==> src/rtl/lsw_pkg.sv <==
package lsw_pkg;
  typedef enum logic [1:0] {OP_EQ = 2'd0, OP_NE = 2'd1, OP_GT = 2'd2, OP_LT = 2'd3} cmp_op_e;
  typedef enum logic [1:0] {PAIR_SPLIT = 2'd0, PAIR_IN = 2'd1, PAIR_OUT = 2'd2, PAIR_RSV = 2'd3} pair_mode_e;
  typedef enum logic [1:0] {SZ_BYTE = 2'd0, SZ_HALF = 2'd1, SZ_WORD = 2'd2, SZ_NONE = 2'd3} acc_size_e;

  function automatic logic access_ok(logic [1:0] size, logic [1:0] lsb);
    case (size)
      SZ_BYTE: access_ok = 1'b1;
      SZ_HALF: access_ok = ~lsb[0];
      SZ_WORD: access_ok = (lsb == 2'b00);
      default: access_ok = 1'b0;
    endcase
  endfunction

  // term select: 0 true, 1 A, 2 B, 3 A|B
  function automatic logic term_sel(logic [1:0] sel, logic [1:0] hit);
    case (sel)
      2'd0:    term_sel = 1'b1;
      2'd1:    term_sel = hit[0];
      2'd2:    term_sel = hit[1];
      default: term_sel = |hit;
    endcase
  endfunction
endpackage

==> src/rtl/lsw_cmp.sv <==
module lsw_cmp
  import lsw_pkg::*;
#(
  parameter int unsigned W = 32
) (
  input  logic [W-1:0] value_i,
  input  logic [W-1:0] ref_i,
  input  logic [1:0]   op_i,
  input  logic         signed_i,
  output logic         hit_o,
  output logic         gt_o,
  output logic         lt_o
);
  logic eq;

  always_comb begin
    eq = (value_i == ref_i);
    if (signed_i) begin
      gt_o = $signed(value_i) > $signed(ref_i);
      lt_o = $signed(value_i) < $signed(ref_i);
    end else begin
      gt_o = value_i > ref_i;
      lt_o = value_i < ref_i;
    end
    case (op_i)
      OP_EQ:   hit_o = eq;
      OP_NE:   hit_o = ~eq;
      OP_GT:   hit_o = gt_o;
      default: hit_o = lt_o;
    endcase
  end
endmodule

==> src/rtl/lsw_pair.sv <==
module lsw_pair
  import lsw_pkg::*;
(
  input  logic       clk_i,
  input  logic       rst_ni,
  input  logic [1:0] hit_i,
  input  logic [1:0] gt_i,
  input  logic [1:0] lt_i,
  input  logic [1:0] mode_i,
  output logic [1:0] res_o
);
  logic in_rng;

  always_comb begin
    in_rng = gt_i[0] & lt_i[1];
    case (mode_i)
      PAIR_IN:  res_o = {2{in_rng}};
      PAIR_OUT: res_o = {2{~in_rng}};
      default:  res_o = hit_i;
    endcase
  end

  AST_REL_EXCL: assert property (@(posedge clk_i) disable iff (!rst_ni)
    (gt_i & lt_i) == 2'b00);
endmodule

==> src/rtl/lsw_andor.sv <==
module lsw_andor
  import lsw_pkg::*;
#(
  parameter int unsigned N_IW = 4,
  parameter int unsigned N_WP = 2
) (
  input  logic                 qual_i,
  input  logic [N_IW-1:0]      iw_i,
  input  logic [1:0]           addr_hit_i,
  input  logic [1:0]           data_hit_i,
  input  logic [N_WP-1:0]      wp_en_i,
  input  logic [N_WP*N_IW-1:0] iw_mask_i,
  input  logic [2*N_WP-1:0]    addr_sel_i,
  input  logic [2*N_WP-1:0]    data_sel_i,
  input  logic [N_WP-1:0]      bp_sel_i,
  output logic [N_WP-1:0]      wp_o,
  output logic                 bp_o
);
  for (genvar k = 0; k < N_WP; k++) begin : g_wp
    logic [N_IW-1:0] mask;
    logic            iw_term;
    assign mask    = iw_mask_i[k*N_IW +: N_IW];
    assign iw_term = (mask == '0) | (|(iw_i & mask));
    assign wp_o[k] = qual_i & wp_en_i[k] & iw_term
                   & term_sel(addr_sel_i[2*k +: 2], addr_hit_i)
                   & term_sel(data_sel_i[2*k +: 2], data_hit_i);
  end

  assign bp_o = |(wp_o & bp_sel_i);
endmodule

==> src/rtl/lsw_match_unit.sv <==
module lsw_match_unit
  import lsw_pkg::*;
#(
  parameter int unsigned ADDR_W = 32,
  parameter int unsigned DATA_W = 32,
  parameter int unsigned N_IW   = 4,
  parameter int unsigned N_WP   = 2
) (
  input  logic                 clk_i,
  input  logic                 rst_ni,
  input  logic                 bus_valid_i,
  input  logic [ADDR_W-1:0]    bus_addr_i,
  input  logic [DATA_W-1:0]    bus_data_i,
  input  logic [1:0]           bus_size_i,
  input  logic [N_IW-1:0]      iw_i,
  input  logic [ADDR_W-1:0]    addr_ref_a_i,
  input  logic [ADDR_W-1:0]    addr_ref_b_i,
  input  logic [DATA_W-1:0]    data_ref_a_i,
  input  logic [DATA_W-1:0]    data_ref_b_i,
  input  logic [7:0]           cmp_op_i,
  input  logic [1:0]           data_signed_i,
  input  logic [1:0]           addr_pair_i,
  input  logic [1:0]           data_pair_i,
  input  logic [N_WP-1:0]      wp_en_i,
  input  logic [N_WP*N_IW-1:0] wp_iw_mask_i,
  input  logic [2*N_WP-1:0]    wp_addr_sel_i,
  input  logic [2*N_WP-1:0]    wp_data_sel_i,
  input  logic [N_WP-1:0]      bp_sel_i,
  input  logic                 bar_wr_i,
  input  logic [ADDR_W-1:0]    bar_wdata_i,
  output logic [N_WP-1:0]      lsw_o,
  output logic [N_WP-1:0]      lsw_pin_n_o,
  output logic                 bp_o,
  output logic [ADDR_W-1:0]    bar_o
);
  logic [ADDR_W-1:0] addr_ref [2];
  logic [DATA_W-1:0] data_ref [2];
  logic [1:0] a_hit, a_gt, a_lt, a_res;
  logic [1:0] d_hit, d_gt, d_lt, d_res;
  logic       qual;
  logic [N_WP-1:0] wp_d;
  logic       bp_d;

  logic [N_WP-1:0]   lsw_q;
  logic              bp_q;
  logic [ADDR_W-1:0] bar_q;

  assign addr_ref[0] = addr_ref_a_i;
  assign addr_ref[1] = addr_ref_b_i;
  assign data_ref[0] = data_ref_a_i;
  assign data_ref[1] = data_ref_b_i;

  for (genvar g = 0; g < 2; g++) begin : g_cmp
    lsw_cmp #(.W(ADDR_W)) i_addr_cmp (
      .value_i  (bus_addr_i),
      .ref_i    (addr_ref[g]),
      .op_i     (cmp_op_i[2*g +: 2]),
      .signed_i (1'b0),
      .hit_o    (a_hit[g]),
      .gt_o     (a_gt[g]),
      .lt_o     (a_lt[g])
    );
    lsw_cmp #(.W(DATA_W)) i_data_cmp (
      .value_i  (bus_data_i),
      .ref_i    (data_ref[g]),
      .op_i     (cmp_op_i[2*(g+2) +: 2]),
      .signed_i (data_signed_i[g]),
      .hit_o    (d_hit[g]),
      .gt_o     (d_gt[g]),
      .lt_o     (d_lt[g])
    );
  end

  lsw_pair i_addr_pair (
    .clk_i, .rst_ni,
    .hit_i  (a_hit),
    .gt_i   (a_gt),
    .lt_i   (a_lt),
    .mode_i (addr_pair_i),
    .res_o  (a_res)
  );

  lsw_pair i_data_pair (
    .clk_i, .rst_ni,
    .hit_i  (d_hit),
    .gt_i   (d_gt),
    .lt_i   (d_lt),
    .mode_i (data_pair_i),
    .res_o  (d_res)
  );

  assign qual = bus_valid_i & access_ok(bus_size_i, bus_addr_i[1:0]);

  lsw_andor #(.N_IW(N_IW), .N_WP(N_WP)) i_andor (
    .qual_i     (qual),
    .iw_i       (iw_i),
    .addr_hit_i (a_res),
    .data_hit_i (d_res),
    .wp_en_i    (wp_en_i),
    .iw_mask_i  (wp_iw_mask_i),
    .addr_sel_i (wp_addr_sel_i),
    .data_sel_i (wp_data_sel_i),
    .bp_sel_i   (bp_sel_i),
    .wp_o       (wp_d),
    .bp_o       (bp_d)
  );

  always_ff @(posedge clk_i or negedge rst_ni) begin
    if (!rst_ni) begin
      lsw_q <= '0;
      bp_q  <= 1'b0;
      bar_q <= '0;
    end else begin
      lsw_q <= wp_d;
      bp_q  <= bp_d;
      if (bp_d)          bar_q <= bus_addr_i;
      else if (bar_wr_i) bar_q <= bar_wdata_i;
    end
  end

  assign lsw_o       = lsw_q;
  assign lsw_pin_n_o = ~lsw_q;
  assign bp_o        = bp_q;
  assign bar_o       = bar_q;

  AST_VALID_GATE: assert property (@(posedge clk_i) disable iff (!rst_ni)
    (|lsw_o) |-> $past(bus_valid_i));
  AST_MISALIGN: assert property (@(posedge clk_i) disable iff (!rst_ni)
    (bus_valid_i && bus_size_i == SZ_WORD && bus_addr_i[1:0] != 2'b00) |=> (lsw_o == '0));
  AST_WP_DISABLED: assert property (@(posedge clk_i) disable iff (!rst_ni)
    (lsw_o & ~$past(wp_en_i)) == '0);
  AST_BP_SOURCE: assert property (@(posedge clk_i) disable iff (!rst_ni)
    bp_o |-> ((lsw_o & $past(bp_sel_i)) != '0));
  AST_BAR_CAPTURE: assert property (@(posedge clk_i) disable iff (!rst_ni)
    bp_o |-> (bar_o == $past(bus_addr_i)));
  AST_BAR_HOLD: assert property (@(posedge clk_i) disable iff (!rst_ni)
    (!bp_o && !$past(bar_wr_i)) |-> $stable(bar_o));
endmodule

==> config.mk <==
export PLATFORM = sky130hd
export DESIGN_NAME = lsw_match_unit
export DESIGN_NICKNAME = d
export VERILOG_FILES = /design/src/rtl/lsw_pkg.sv /design/src/rtl/lsw_cmp.sv /design/src/rtl/lsw_pair.sv /design/src/rtl/lsw_andor.sv /design/src/rtl/lsw_match_unit.sv
export SDC_FILE = /design/constraint.sdc
export NUM_CORES = 1
export LEC_CHECK = 0
export BUFFER_PORTS_ARGS = -buffer_cell sky130_fd_sc_hd__buf_4
export CAP_MARGIN = 20
export CORE_AREA = 2 2 119 121
export CTS_CLUSTER_SIZE = 8
export DETAILED_ROUTE_END_ITERATION = 7
export DIE_AREA = 0 0 121 123
export PLACE_DENSITY = 0.75
export REMOVE_ABC_BUFFERS = 1
export SYNTH_ARGS = -nofsm -noshare
export SYNTH_HDL_FRONTEND = slang
export SYNTH_SLANG_ARGS = --single-unit
==> constraint.sdc <==
create_clock -name clk_i -period 1.3 [get_ports clk_i]
set_clock_uncertainty 0.15 [all_clocks]
set_input_delay 0.26 -clock clk_i [delete_from_list [all_inputs] [get_ports clk_i]]
set_output_delay 0.26 -clock clk_i [all_outputs]
set_load 0.02 [all_outputs]
## After elaboration in Yosys (flattened, before gate mapping)

Index checks and enable logic that the tools add are counted.

- Output and inout port bits: 37
- Word-level logic and storage cells: 100
- Bits in registers: 35
- Bits of input ports: 268

- Bitwise gates (word level): 24
- Mux-type cells: 17
- Reductions and logical operators: 18
- Equal/unequal tests: 26
- $lt $le $gt $ge: 12

Operators with widths:

| cell | number |
|---|---|
| 32-bit > comparator | 6 |
| 32-bit < comparator | 6 |
| 32-bit == test | 4 |
| 32-bit two-way mux | 2 |
| 1-bit case mux with 3 select lines | 9 |
| 2-bit by 1-bit == test with 1-bit output (second input constant) | 11 |
| 2-bit == test (second input constant) | 11 |
| 2-bit zero test | 10 |
| 1-bit AND | 11 |
| 4-bit AND | 2 |
| 4-bit zero test | 2 |
| 2-bit case mux with 2 select lines | 2 |
| 4-bit OR reduction | 2 |
| 1-bit inverter | 7 |
| 2-bit OR reduction | 3 |
| 1-bit two-way mux | 4 |
| 2-bit AND | 1 |
| 2-bit inverter | 1 |
| 1-bit OR | 2 |
| 2-bit nonzero test | 1 |

## Longest topological paths before layout

- Word-level depth: 11
- Mapped depth: 14
- Gate-level depth less buffers: 13

## Modules after synthesis

A second synthesis with hierarchy kept.

- Cells, all modules: 681
- Area total of the unflattened synthesis: 5459.0 um^2

Modules (own cells, without submodules):

| module | sequential area each (um^2) | area an instance (um^2) | cells an instance | times used |
|---|---|---|---|---|
| lsw_cmp | 0.0 | 892.1 | 123 | 4 |
| lsw_match_unit | 875.8 | 1619.1 | 148 | 1 |
| lsw_andor | 0.0 | 141.4 | 21 | 1 |
| lsw_pair | 0.0 | 65.1 | 10 | 2 |

## Worst setup path after synthesis

OpenSTA, ideal clock, no wires.

- Path kind: input to register
- Start point: input port data_ref_a_i[10]
- End point: register bar_q[13], in the netlist bar_o[13]
- Data required time: 1025 ps
- Cell stages on the path: 14
- Setup time: 125 ps
- Arrival: 3286 ps
- Slack: -2261 ps
- Path buffers: 1
- Cell sequence: inv_1 ha_1 a21oi_1 nand2_1 a221oi_2 o221ai_2 a2111oi_4 xnor2_1 o2111ai_2 mux2i_1 a31oi_2 a22oi_2 buf_6 mux2_4

- Longest elaborated chain between the ends: 11
- Elaborated cells between the ends (all ways): 21
- Classes of those cells: order compare: 4; eq/ne: 1; mux: 7; bitwise: 6; reduce/logical: 3

RTL lines:

| what | line | RTL |
|---|---|---|
| start, declared | lsw_match_unit.sv:18 | `input logic [DATA_W-1:0] data_ref_a_i,` |
| branches (longest 4 deep; another with 32-bit < comparator) | n/a |  |
| 2-bit case mux with 2 select lines (*) | lsw_pair.sv:16 | `case (mode_i)` |
| 2-bit OR reduction | lsw_pkg.sv:21 | `default: term_sel = \|hit;` |
| 1-bit case mux with 3 select lines (*) | lsw_pkg.sv:17 | `case (sel)` |
| 1-bit AND (*) | lsw_andor.sv:26 | `& term_sel(data_sel_i[2*k +: 2], data_hit_i);` |
| via i_andor.wp_o[0] | lsw_andor.sv:16 | `output logic [N_WP-1:0] wp_o,` |
| 2-bit AND (*) | lsw_andor.sv:29 | `assign bp_o = \|(wp_o & bp_sel_i);` |
| 2-bit OR reduction (*) | lsw_andor.sv:29 |  |
| 32-bit two-way mux or 2-bit nonzero test (tied branches) | n/a |  |
| end signal, assigned | lsw_match_unit.sv:116 | `if (bp_d) bar_q <= bus_addr_i;` |
| end signal, assigned | lsw_match_unit.sv:117 | `else if (bar_wr_i) bar_q <= bar_wdata_i;` |
| end, declared | lsw_match_unit.sv:46 | `logic [ADDR_W-1:0] bar_q;` |

Mark *: on every way through the listed nets, which the timed path passes.
A chain may end at the register's enable or synchronous reset.

## Final worst setup path

- Start point: input port bus_addr_i[25]
- End point: register bar_q[16], in the netlist bar_o[16]

- Longest elaborated chain between the ends: 11
- Elaborated cells between the ends (all ways): 24
- Classes of those cells: order compare: 4; eq/ne: 2; mux: 6; bitwise: 9; reduce/logical: 3

RTL lines:

| what | line | RTL |
|---|---|---|
| start, declared | lsw_match_unit.sv:12 | `input logic [ADDR_W-1:0] bus_addr_i,` |
| branches (longest 3 deep; another with 32-bit < comparator) | n/a |  |
| 2-bit case mux with 2 select lines (*) | lsw_pair.sv:16 |  |
| 2-bit OR reduction | lsw_pkg.sv:21 |  |
| 1-bit case mux with 3 select lines (*) | lsw_pkg.sv:17 |  |
| 1-bit AND (*) | lsw_andor.sv:25 | `& term_sel(addr_sel_i[2*k +: 2], addr_hit_i)` |
| 1-bit AND (*) | lsw_andor.sv:26 |  |
| via i_andor.wp_o[0] | lsw_andor.sv:16 |  |
| 2-bit AND (*) | lsw_andor.sv:29 |  |
| 2-bit OR reduction (*) | lsw_andor.sv:29 |  |
| 32-bit two-way mux or 2-bit nonzero test (tied branches) | n/a |  |

Marks and branches as above.

==> results.yml <==
worst_setup_path:
  cp_top_family: "compound AO/OA/AOI/OAI gates"
  cpPeakStageDelay_ps: 330
  crit_arrival_ps: 3440
  crit_slowest_cell: "o31ai_1"
  cp.required_ps: 1310
  worstSetupPathType: "primary input to flop"
  endpoint_kind: "flop"
  crit_fanout: 8
  r2r-start: "bar_o[3]"
  start_kind: "primary input"
  cp.buffers_inverters: 3
  cp_cell_sequence: "buf_4 -> ha_1 -> a211oi_1 -> o21ai_0 -> a221oi_1 -> nand3_1 -> a21oi_4 -> nor3_2 -> mux2i_1 -> o31ai_1 -> a31oi_2 -> a22oi_2 -> buf_6 -> buf_12 -> mux2_4"
  critPathLaunch: "bus_addr_i[25]"
clock_network:
  cts_tree: "yes"
  cts_buffer_depth: 2
  clkLatencyLatePin_ps: 280
  cts_root_buf: "clkbuf_16"
  cts.sinks: 35
  numCtsBuffers: 5
  path_clk_slew_ps: 70
  h-tree-depth: 2
power:
  pwr-share-seq_pct: 22.5
  clockPowerShare_pct: 25.0
  total_power_mw: 5.71
  ir_drop_v: 0.000544
  intPower_mw: 3.84
  comb_power_share_pct: 52.5
  swShare_pct: 32.8
  power_switching_mw: 1.87
  power.leakage_nw: 5.27
  powerDensity_mw_per_mm2: 606
run_status:
  violations: "setup timing"
  status: "finished, violations left"
yosys:
  ys_ff_latch: 35
  syn_inst: 648
  ys_types: 48
  synth-async-reset-ratio_pct: 100
  synth_top_area_share_pct: 29.5
  avgSynthCellArea_um2: 8.63
  yosys.area.top_type: "ha_1"
  ys.flop_type: "dfrtp_1"
  yosys-top-cells-area: "ha_1 30%, dfrtp_1 16%, inv_1 9.3%, mux2_4 7.5%, mux2_2 7.2%"
  yosys_warnings: 0
  seq_area_frac_synth_pct: 15.7
  synth_edf_count: 0
  syn-cell-area_mm2: 0.00559
placed_design:
  gp_congestion: 0.878
  dpl.hpwl_um: 16600
  port_buffers: 304
  post-place-cells: 1216
  placed_cell_area_mm2: 0.00877
die:
  rows: 43
  die_w_um: 121
  start_util_pct: 41.1
  ios: 305
  die-area_mm2: 0.0149
  die_h_um: 123
  core_area_mm2: 0.0136
global_routing:
  grt_pass1_vias: 6412
  grt_max_degree: 36
  track_usage_pct: 26.0
  grt_remaining_overflow: 0
  antenna_found_initial: 0
  grt_pass1_wl_um: 30800
route:
  wl_per_cell_um: 16.1
  drt_first_pass_iters: 4
  drc_errors: 0
  wl_um: 19900
  viasPerCell: 5.03
  via_count: 6203
  dr.first_iter.drc_count: 191
  ant_nets: 0
cells_and_area:
  drive_gt1_share_pct: 49.7
  stdcell_count: 1234
  area_growth_pct: 68.6
  stdcell_area_mm2: 0.00943
  diodes: 0
  nets: 1453
  layout_commonest_cell: "buf_4"
  final_cell_mix: "386 x buf_4, 132 x inv_1, 118 x ha_1"
timing:
  tightest_slew_ps: 479
  setup_viol: 36
  report.final.slew_viol_count: 0
  slew_headroom_pct: 68.1
  rsz0062_at_grt: "true"
  fin_ws_ps: -2130
  min_period_over_period_pct: 264
  finalCriticalPeriod_ps: 3430
  hold_violations: 0
  clock.fmax_mhz: 292
hold_path:
  hp-start: "bus_addr_i[28]"
  hold_class: "primary input to flop"
flow_run:
  drv_cap: 0
==> timing repair <==
action                                 in CTS  in global routing
hold buffers                                1                  0
buffers inserted                            8                  2
gates resized for setup                    67                  3
cloned                                      4                  0
pin swaps                                  40                 12
setup endpoints to repair                  36                 37
endpoints found under the hold margin      35                  0
==> layout make-up <==
class / count / area [µm²]
repair buffers: 405 / 3180
fillers: 1087 / 4180
clock inverters: 3 / 43.8
flip-flops and latches: 35 / 876
multi-input cells: 467 / 4450
clock buffers: 5 / 125
well taps: 180 / 225
inverters: 139 / 527
==> final timing paths <==
path	slack [ps]	to	cells after the start
worst max register to register	110	bar_o[3]	2
max in group asynchronous	330	bar_o[18]	2
worst min-delay path	90	bar_o[28]	2
min in group asynchronous	330	bar_o[30]	2
worst min register to register	430	bar_o[0]	2
worst max-delay path	-2130	bar_o[16]	15
==> through the flow <==
step / utilization (%) / TNS (ps) / hold WS, ps / setup slack, ps
after floorplan: - / -109350 / -186 / -3320
final: 69.3 / -72210 / 85.7 / -2130
after global routing: 69.3 / -77940 / 81.3 / -2290
after detailed placement: 64.5 / -88820 / 103 / -2630
after global placement: 64.5 / -85630 / 101 / -2540
after CTS: 69.7 / -70190 / 83.1 / -2110
==> registers in the layout, indices dropped and copies added, names as in the netlist <==
register / count
bar_o: 32
lsw_o: 2
bp_o: 1
==> Yosys cell counts (2+ instances only) <==
cell / n
mux2_2: 36
nor2_1: 14
dfrtp_1: 35
a221oi_1: 4
nor4_1: 4
nor4bb_1: 2
buf_6: 3
mux2_4: 28
o31ai_1: 3
o21a_1: 3
and4_1: 5
clkbuf_1: 4
a211oi_1: 7
nand3_1: 25
inv_1: 139
a31oi_1: 2
mux2i_1: 9
a21o_1: 6
xnor2_1: 4
nand2_1: 30
o21ai_0: 18
a21oi_1: 51
and3_1: 6
or4_1: 3
or3_1: 2
a22oi_1: 4
ha_1: 132
nor3_1: 5
nor2b_1: 9
nand4_1: 28
a2111oi_0: 2
o211ai_1: 7
nand2b_1: 3
==> logic make-up (layout without fill, tap and decap cells) <==
group	count (synthesis)	in the layout	share of synthesized area, %
AO/OA/AOI/OAI	119	119	14.2
XOR/XNOR	5	5	0.783
adder cells (fa/ha/maj)	132	132	29.5
buffers and inverters	146	552	10.2
flip-flops	35	35	15.7
multiplexers	73	73	16.4
AND/OR/NAND/NOR	138	138	13.3
==> metal layers <==
metal	part of all wire [%]	vias up	global-route usage [%]	routed length (µm)
li1	-	3126	-	-
met1	39	2819	28.9	7780
met2	51	218	49.4	10200
met3	6.4	40	4.98	1270
met4	3.3	0	8.79	650
met5	0	-	0	0
==> power by group through the flow <==
stage                     registers, mW  logic, mW  clock network, mW
final                              1.28       3.00               1.43
after global routing               1.30       3.29               1.49
after CTS                          1.28       2.98               1.44
after detailed placement           1.30       2.80                  0
after global placement             1.30       2.74                  0
after floorplan                    1.45       1.17                  0
Power figures use the tool's default switching activity.
